`config.mk`:
```
export PLATFORM = sky130hd
export DESIGN_NAME = xbar_tile_alloc
export DESIGN_NICKNAME = d
export VERILOG_FILES = /design/src/rtl/xta_pkg.sv /design/src/rtl/xta_classify.sv /design/src/rtl/xta_search.sv /design/src/rtl/xta_tile_table.sv /design/src/rtl/xbar_tile_alloc.sv
export SDC_FILE = /design/constraint.sdc
export NUM_CORES = 1
export LEC_CHECK = 0
export BUFFER_PORTS_ARGS = -buffer_cell sky130_fd_sc_hd__buf_4
export CAP_MARGIN = 40
export CORE_MARGIN = 1
export CORE_UTILIZATION = 35
export DETAILED_ROUTE_END_ITERATION = 6
export GPL_ROUTABILITY_DRIVEN = 0
export GPL_TIMING_DRIVEN = 0
export PLACE_DENSITY = 0.61
export SLEW_MARGIN = 20
export SYNTH_ARGS = -nofsm -noshare
export SYNTH_HDL_FRONTEND = slang
export SYNTH_SLANG_ARGS = --single-unit
export TNS_END_PERCENT = 50
```
`constraint.sdc`:
```
create_clock -name clk -period 3.4 [get_ports clk]
set_input_delay 0.34 -clock clk [delete_from_list [all_inputs] [get_ports clk]]
set_output_delay 0.34 -clock clk [all_outputs]
set_load 0.05 [all_outputs]
```
`src/rtl/xta_pkg.sv`:
```
package xta_pkg;

    localparam int TILES_PER_GRP = 4;

    typedef enum logic [1:0] {
        SHP_SINGLE = 2'd0,
        SHP_TALL   = 2'd1,
        SHP_WIDE   = 2'd2
    } shape_e;

    typedef enum logic [1:0] {
        RSP_GRANTED   = 2'd0,
        RSP_TOO_LARGE = 2'd1,
        RSP_BUSY      = 2'd2
    } status_e;

    typedef enum logic [1:0] {
        ST_IDLE     = 2'd0,
        ST_GRANT    = 2'd1,
        ST_REJ_SIZE = 2'd2,
        ST_REJ_BUSY = 2'd3
    } state_e;

    // Returns {found, mask} for one 2x2 group given its free bits.
    function automatic logic [4:0] group_pick(input logic [3:0] fr, input shape_e s);
        logic [4:0] r;
        r = '0;
        case (s)
            SHP_SINGLE: begin
                for (int t = 3; t >= 0; t--) begin
                    if (fr[t]) r = {1'b1, 4'(1 << t)};
                end
            end
            SHP_TALL: begin
                if (fr[0] && fr[2])      r = 5'b1_0101;
                else if (fr[1] && fr[3]) r = 5'b1_1010;
            end
            SHP_WIDE: begin
                if (fr[0] && fr[1])      r = 5'b1_0011;
                else if (fr[2] && fr[3]) r = 5'b1_1100;
            end
            default: r = '0;
        endcase
        return r;
    endfunction

endpackage

```
`src/rtl/xta_classify.sv`:
```
module xta_classify
    import xta_pkg::*;
#(
    parameter int CNT_W    = 12,
    parameter int TILE_DIM = 128
) (
    input  logic [CNT_W-1:0] n_in,
    input  logic [CNT_W-1:0] m_in,
    output logic             fits,
    output shape_e           shape
);

    localparam logic [CNT_W-1:0] LIM_ONE = CNT_W'(TILE_DIM);
    localparam logic [CNT_W-1:0] LIM_TWO = CNT_W'(2 * TILE_DIM);

    logic n_big, m_big, over, zero;

    always_comb begin
        n_big = n_in > LIM_ONE;
        m_big = m_in > LIM_ONE;
        over  = (n_in > LIM_TWO) || (m_in > LIM_TWO);
        zero  = (n_in == '0) || (m_in == '0);
        fits  = !zero && !over && !(n_big && m_big);
        if (n_big)      shape = SHP_TALL;
        else if (m_big) shape = SHP_WIDE;
        else            shape = SHP_SINGLE;
    end

endmodule

```
`src/rtl/xta_search.sv`:
```
module xta_search
    import xta_pkg::*;
#(
    parameter int NUM_GROUPS = 4,
    parameter int GRP_W      = 2
) (
    input  logic [NUM_GROUPS*TILES_PER_GRP-1:0] free_map,
    input  shape_e                              shape,
    output logic                                found,
    output logic [GRP_W-1:0]                    grp,
    output logic [TILES_PER_GRP-1:0]            mask
);

    logic [4:0] cand [NUM_GROUPS];

    for (genvar g = 0; g < NUM_GROUPS; g++) begin : g_grp
        assign cand[g] = group_pick(free_map[g*TILES_PER_GRP +: TILES_PER_GRP], shape);
    end

    // Lowest group index wins: scan downward so the last hit is the lowest.
    always_comb begin
        found = 1'b0;
        grp   = '0;
        mask  = '0;
        for (int g = NUM_GROUPS - 1; g >= 0; g--) begin
            if (cand[g][4]) begin
                found = 1'b1;
                grp   = GRP_W'(g);
                mask  = cand[g][3:0];
            end
        end
    end

endmodule

```
`src/rtl/xta_tile_table.sv`:
```
module xta_tile_table #(
    parameter int NUM_TILES = 16,
    parameter int TAG_W     = 4
) (
    input  logic                 clk,
    input  logic                 rst_n,
    input  logic                 grant_en,
    input  logic [NUM_TILES-1:0] grant_tiles,
    input  logic [TAG_W-1:0]     grant_tag,
    input  logic                 rel_en,
    input  logic [TAG_W-1:0]     rel_tag,
    output logic [NUM_TILES-1:0] used,
    output logic                 rel_hit
);

    logic             used_q  [NUM_TILES];
    logic [TAG_W-1:0] owner_q [NUM_TILES];
    logic [NUM_TILES-1:0] hit_vec;

    for (genvar t = 0; t < NUM_TILES; t++) begin : g_tile
        assign hit_vec[t] = used_q[t] && (owner_q[t] == rel_tag);
        assign used[t]    = used_q[t];

        always_ff @(posedge clk) begin
            if (!rst_n) begin
                used_q[t]  <= 1'b0;
                owner_q[t] <= '0;
            end else if (grant_en && grant_tiles[t]) begin
                used_q[t]  <= 1'b1;
                owner_q[t] <= grant_tag;
            end else if (rel_en && hit_vec[t]) begin
                used_q[t]  <= 1'b0;
            end
        end
    end

    assign rel_hit = |hit_vec;

endmodule

```
`src/rtl/xbar_tile_alloc.sv`:
```
module xbar_tile_alloc
    import xta_pkg::*;
#(
    parameter int NUM_GROUPS = 4,
    parameter int TILE_DIM   = 128,
    parameter int CNT_W      = 12,
    parameter int TAG_W      = 4,
    localparam int NUM_TILES = NUM_GROUPS * TILES_PER_GRP,
    localparam int GRP_W     = (NUM_GROUPS > 1) ? $clog2(NUM_GROUPS) : 1
) (
    input  logic                     clk,
    input  logic                     rst_n,
    input  logic                     req_valid,
    input  logic [CNT_W-1:0]         req_n,
    input  logic [CNT_W-1:0]         req_m,
    input  logic [TAG_W-1:0]         req_tag,
    input  logic                     rel_valid,
    input  logic [TAG_W-1:0]         rel_tag,
    output logic                     rsp_valid,
    output logic [1:0]               rsp_status,
    output logic [GRP_W-1:0]         rsp_group,
    output logic [TILES_PER_GRP-1:0] rsp_mask,
    output logic [1:0]               rsp_shape,
    output logic                     rel_err,
    output logic [NUM_TILES-1:0]     occ_map
);

    state_e                   state_q, state_d;
    logic                     fits, found, rel_hit, grant_en;
    shape_e                   shape, shape_q;
    logic [GRP_W-1:0]         grp, grp_q;
    logic [TILES_PER_GRP-1:0] mask, mask_q;
    logic [NUM_TILES-1:0]     used, grant_tiles;
    logic                     rel_err_q;

    xta_classify #(.CNT_W(CNT_W), .TILE_DIM(TILE_DIM)) u_cls (
        .n_in  (req_n),
        .m_in  (req_m),
        .fits  (fits),
        .shape (shape)
    );

    xta_search #(.NUM_GROUPS(NUM_GROUPS), .GRP_W(GRP_W)) u_srch (
        .free_map (~used),
        .shape    (shape),
        .found    (found),
        .grp      (grp),
        .mask     (mask)
    );

    xta_tile_table #(.NUM_TILES(NUM_TILES), .TAG_W(TAG_W)) u_tbl (
        .clk         (clk),
        .rst_n       (rst_n),
        .grant_en    (grant_en),
        .grant_tiles (grant_tiles),
        .grant_tag   (req_tag),
        .rel_en      (rel_valid),
        .rel_tag     (rel_tag),
        .used        (used),
        .rel_hit     (rel_hit)
    );

    // Next-state decision: outcome of the request seen this cycle.
    always_comb begin
        state_d = ST_IDLE;
        if (req_valid) begin
            if (!fits)       state_d = ST_REJ_SIZE;
            else if (!found) state_d = ST_REJ_BUSY;
            else             state_d = ST_GRANT;
        end
    end

    assign grant_en = (state_d == ST_GRANT);

    always_comb begin
        grant_tiles = '0;
        for (int g = 0; g < NUM_GROUPS; g++) begin
            if (grp == GRP_W'(g)) grant_tiles[g*TILES_PER_GRP +: TILES_PER_GRP] = mask;
        end
    end

    // State register and held placement.
    always_ff @(posedge clk) begin
        if (!rst_n) begin
            state_q   <= ST_IDLE;
            grp_q     <= '0;
            mask_q    <= '0;
            shape_q   <= SHP_SINGLE;
            rel_err_q <= 1'b0;
        end else begin
            state_q   <= state_d;
            rel_err_q <= rel_valid && !rel_hit;
            if (grant_en) begin
                grp_q   <= grp;
                mask_q  <= mask;
                shape_q <= shape;
            end
        end
    end

    // Output decode from the state register.
    always_comb begin
        rsp_valid  = 1'b0;
        rsp_status = RSP_GRANTED;
        rsp_group  = '0;
        rsp_mask   = '0;
        rsp_shape  = SHP_SINGLE;
        unique case (state_q)
            ST_IDLE: begin
                rsp_valid = 1'b0;
            end
            ST_GRANT: begin
                rsp_valid  = 1'b1;
                rsp_status = RSP_GRANTED;
                rsp_group  = grp_q;
                rsp_mask   = mask_q;
                rsp_shape  = shape_q;
            end
            ST_REJ_SIZE: begin
                rsp_valid  = 1'b1;
                rsp_status = RSP_TOO_LARGE;
            end
            ST_REJ_BUSY: begin
                rsp_valid  = 1'b1;
                rsp_status = RSP_BUSY;
            end
        endcase
    end

    assign rel_err = rel_err_q;
    assign occ_map = used;

endmodule

```
==> metrics.txt <==
largest fanout of any net on the critical path 7; CP Launch Type primary input; remaining design rule violation count 0; maximum cell stage delay along the critical path 0.50 ns; # hold bufs at CTS 0; effective utilization at floorplan 36.1%; path type of the worst setup path in2reg; Core Area 16,100 um2; top cell type's share of synthesized area 40.9%; unrepaired setup endpoints after global routing yes; sum of net half-perimeters after detailed placement 13,400 um; number of antenna violations at the first check in global routing 0; leakage power 2.48 nW; arrival time reported for the critical path endpoint 3.34 ns; ordered list of cells on the worst path buf_4, or4_1, buf_2, o31a_1, nor4_2, o2111ai_1, a41oi_4, nand2b_1, or3_1, nand2_1; routed wirelength normalized by instance count 20.1 um; Max Clock Freq 303 MHz; number of clock sinks 91; CTS tree built; Worst Path Required 3.44 ns; Setup-failing EPs final 0; synthesized netlist cell count 597; Iteration-0 DRC Markers 564; ranking of synthesized cells by area edfxtp_1 41%, xor2_1 6.0%, dfxtp_1 4.1%; die width 131 um; most frequently used cell type in the post-synthesis netlist edfxtp_1; via count 5,247; wire length of the first global-routing pass 27,000 um; Pins Over Slew Limit 0; number of buffers inserted by port buffering 57; post-detailed-route count of antenna-violating nets 0; overall die height 131 um; number of enable flip-flop cells after synthesis 79; total overflow reported by the global router 0; num rows 46; Power, Total 0.00274 W; worst max-slew margin expressed relative to the limit 42.6%; average footprint of a synthesized cell 9.71 um2; area of the die 17,100 um2; Max-cap violations 0; area leader, netlist edfxtp_1; power density relative to cell area 383 nW/um2; clock buffers created by TritonCTS 9; final worst-path cycle share 97.1%; pin count of the biggest net entering global routing 15; Hold Fails Final Rpt 0; worst-margin pin slew 0.861 ns; worst-skew pair later-pin latency 0.35 ns; most instantiated flip-flop cell in the synthesis netlist edfxtp_1; syn_nets 633; portion of the post-synthesis area used by sequential elements 45.0%; ranking of synthesized cells by instance count 79 x edfxtp_1, 58 x nor2_1, 53 x nand2_1; number of unique standard cell types used by synthesis 79; Hold WC Path Type in2reg; vias in the first global route 4,931; Max VDD drop 0.212 mV; Mapped Area 5800 um2; All-Layer GR Usage 21.4%; H-tree depth reported by CTS 3; smallest hold slack 0.269 ns; Post-Route Skew 0.00818 ns; growth of design area from synthesis to finish 23.2%; proportion of register bits with asynchronous set or reset after synthesis 0%; Synth Register Bits 91; Yosys warnings 0; Total Routed Length 18,100 um; Max stage delay cell, worst path or4_1; share of layout cells above drive strength 1 22.9%; clk root buf clkbuf_16; CTS clock-pin slew for the worst setup and hold paths 0.06 ns; Via density 5.82; final critical path time including I/O delays and setup 3.30 ns; crit end category register; final net count 717; top cell family by delay on the critical path simple AND/OR/NAND/NOR gates; antenna diode count 0; number of ports placed on the die boundary 64; combined buffer and inverter count along the critical path 2; drt pass-1 iters 5; maximum buffer depth of the clock tree 2; outcome complete, no violations
-- worst reg2reg max path, stage by stage (launching register included) --
cell and delay, ns:
edfxtp_1 0.39, clkbuf_1 0.38, nand2_1 0.13, a311o_1 0.44
o32a_1 0.50, o31ai_4 0.50, a21o_1 0.25, buf_2 0.30
nor2_1 0.09
-- layer usage --
metal / GRT usage (%) / wire length (um)
met1: 27.4 / 7320
met2: 35.5 / 8490
met3: 3.14 / 1630
met4: 10.3 / 663
met5: 0 / 0
-- layout by cell type (no fill, tap or decap), types with 9 or more instances in the layout --
| cell type | netlist | layout |
|---|---|---|
| edfxtp_1 | 79 | 79 |
| buf_4 | 2 | 69 |
| nor2_1 | 58 | 58 |
| nand2_1 | 53 | 53 |
| nor3_1 | 40 | 40 |
| xor2_1 | 40 | 40 |
| clkbuf_1 | 29 | 27 |
| a21oi_1 | 24 | 24 |
| xnor2_1 | 24 | 24 |
| nor4_1 | 21 | 18 |
| a21o_1 | 17 | 17 |
| o21ai_0 | 16 | 12 |
| clkbuf_16 | 0 | 12 |
| dfxtp_1 | 12 | 12 |
| inv_1 | 11 | 11 |
| nand3_1 | 11 | 11 |
| and2_1 | 10 | 10 |
| buf_2 | 9 | 10 |
| nor2_4 | 9 | 9 |
-- cell type report --
cell class,count,area (um2)
multi-input combinational,448,3110
timing repair buffer,73,563
clock buffer,14,318
inverter,11,41.3
fill,1523,8910
tap,216,270
buffer,47,220
clock inverter,2,10.0
sequential,91,2610
-- sequential cells by signal (all words and copies together) (netlist names) --
name	cells
shape_q	2
mask_q	4
grp_q	2
state_q	2
rel_err	1
u_tbl.used_q	16
u_tbl.owner_q	64
-- worst paths after layout --
path / startpoint / endpoint / slack [ns] / depth (start not counted)
hold reg to reg: mask_q[3] / mask_q[3] / 0.45 / 2
hold / removal: req_valid / state_q[1] / 0.27 / 3
setup reg to reg: u_tbl.used_q[0][4] / u_tbl.owner_q[0][27] / 0.17 / 8
setup / recovery: req_m[3] / u_tbl.owner_q[0][26] / 0.1 / 10
-- where the power goes --
part           switching, W  internal (W)
Combinational      0.000265      0.000145
Clock              0.000416      0.000647
Sequential        0.0000226       0.00124
Total              0.000704       0.00204
-- per-stage QoR --
step	TNS [ns]	setup slack (ns)	area, um2	cells	util (%)
final	0	0.0993	7150	902	44.5
after global routing	-0.138	-0.0187	7150	902	44.5
after CTS	-0.649	-0.113	6910	889	43.0
after detailed placement	-55.12	-0.625	6520	873	40.6
after global placement	-59.55	-0.579	6500	870	40.5
after floorplan	0	0.151	5800	597	-
-- logic make-up (layout without fill, tap and decap cells) --
family	count (synthesis)	count (layout)	share of synthesized area (%)
flops	91	91	45.0
simple gates	240	240	21.6
buf+inv	58	147	4.40
compound gates	143	143	19.1
xor+xnor	64	64	9.67
mux	1	1	0.173
-- what timing repair did --
item,in CTS,in global routing
buffers inserted,0,11
gates resized for setup,14,27
pin swaps,0,6
endpoints found under the setup margin,81,120
Power figures use the tool's default switching activity.
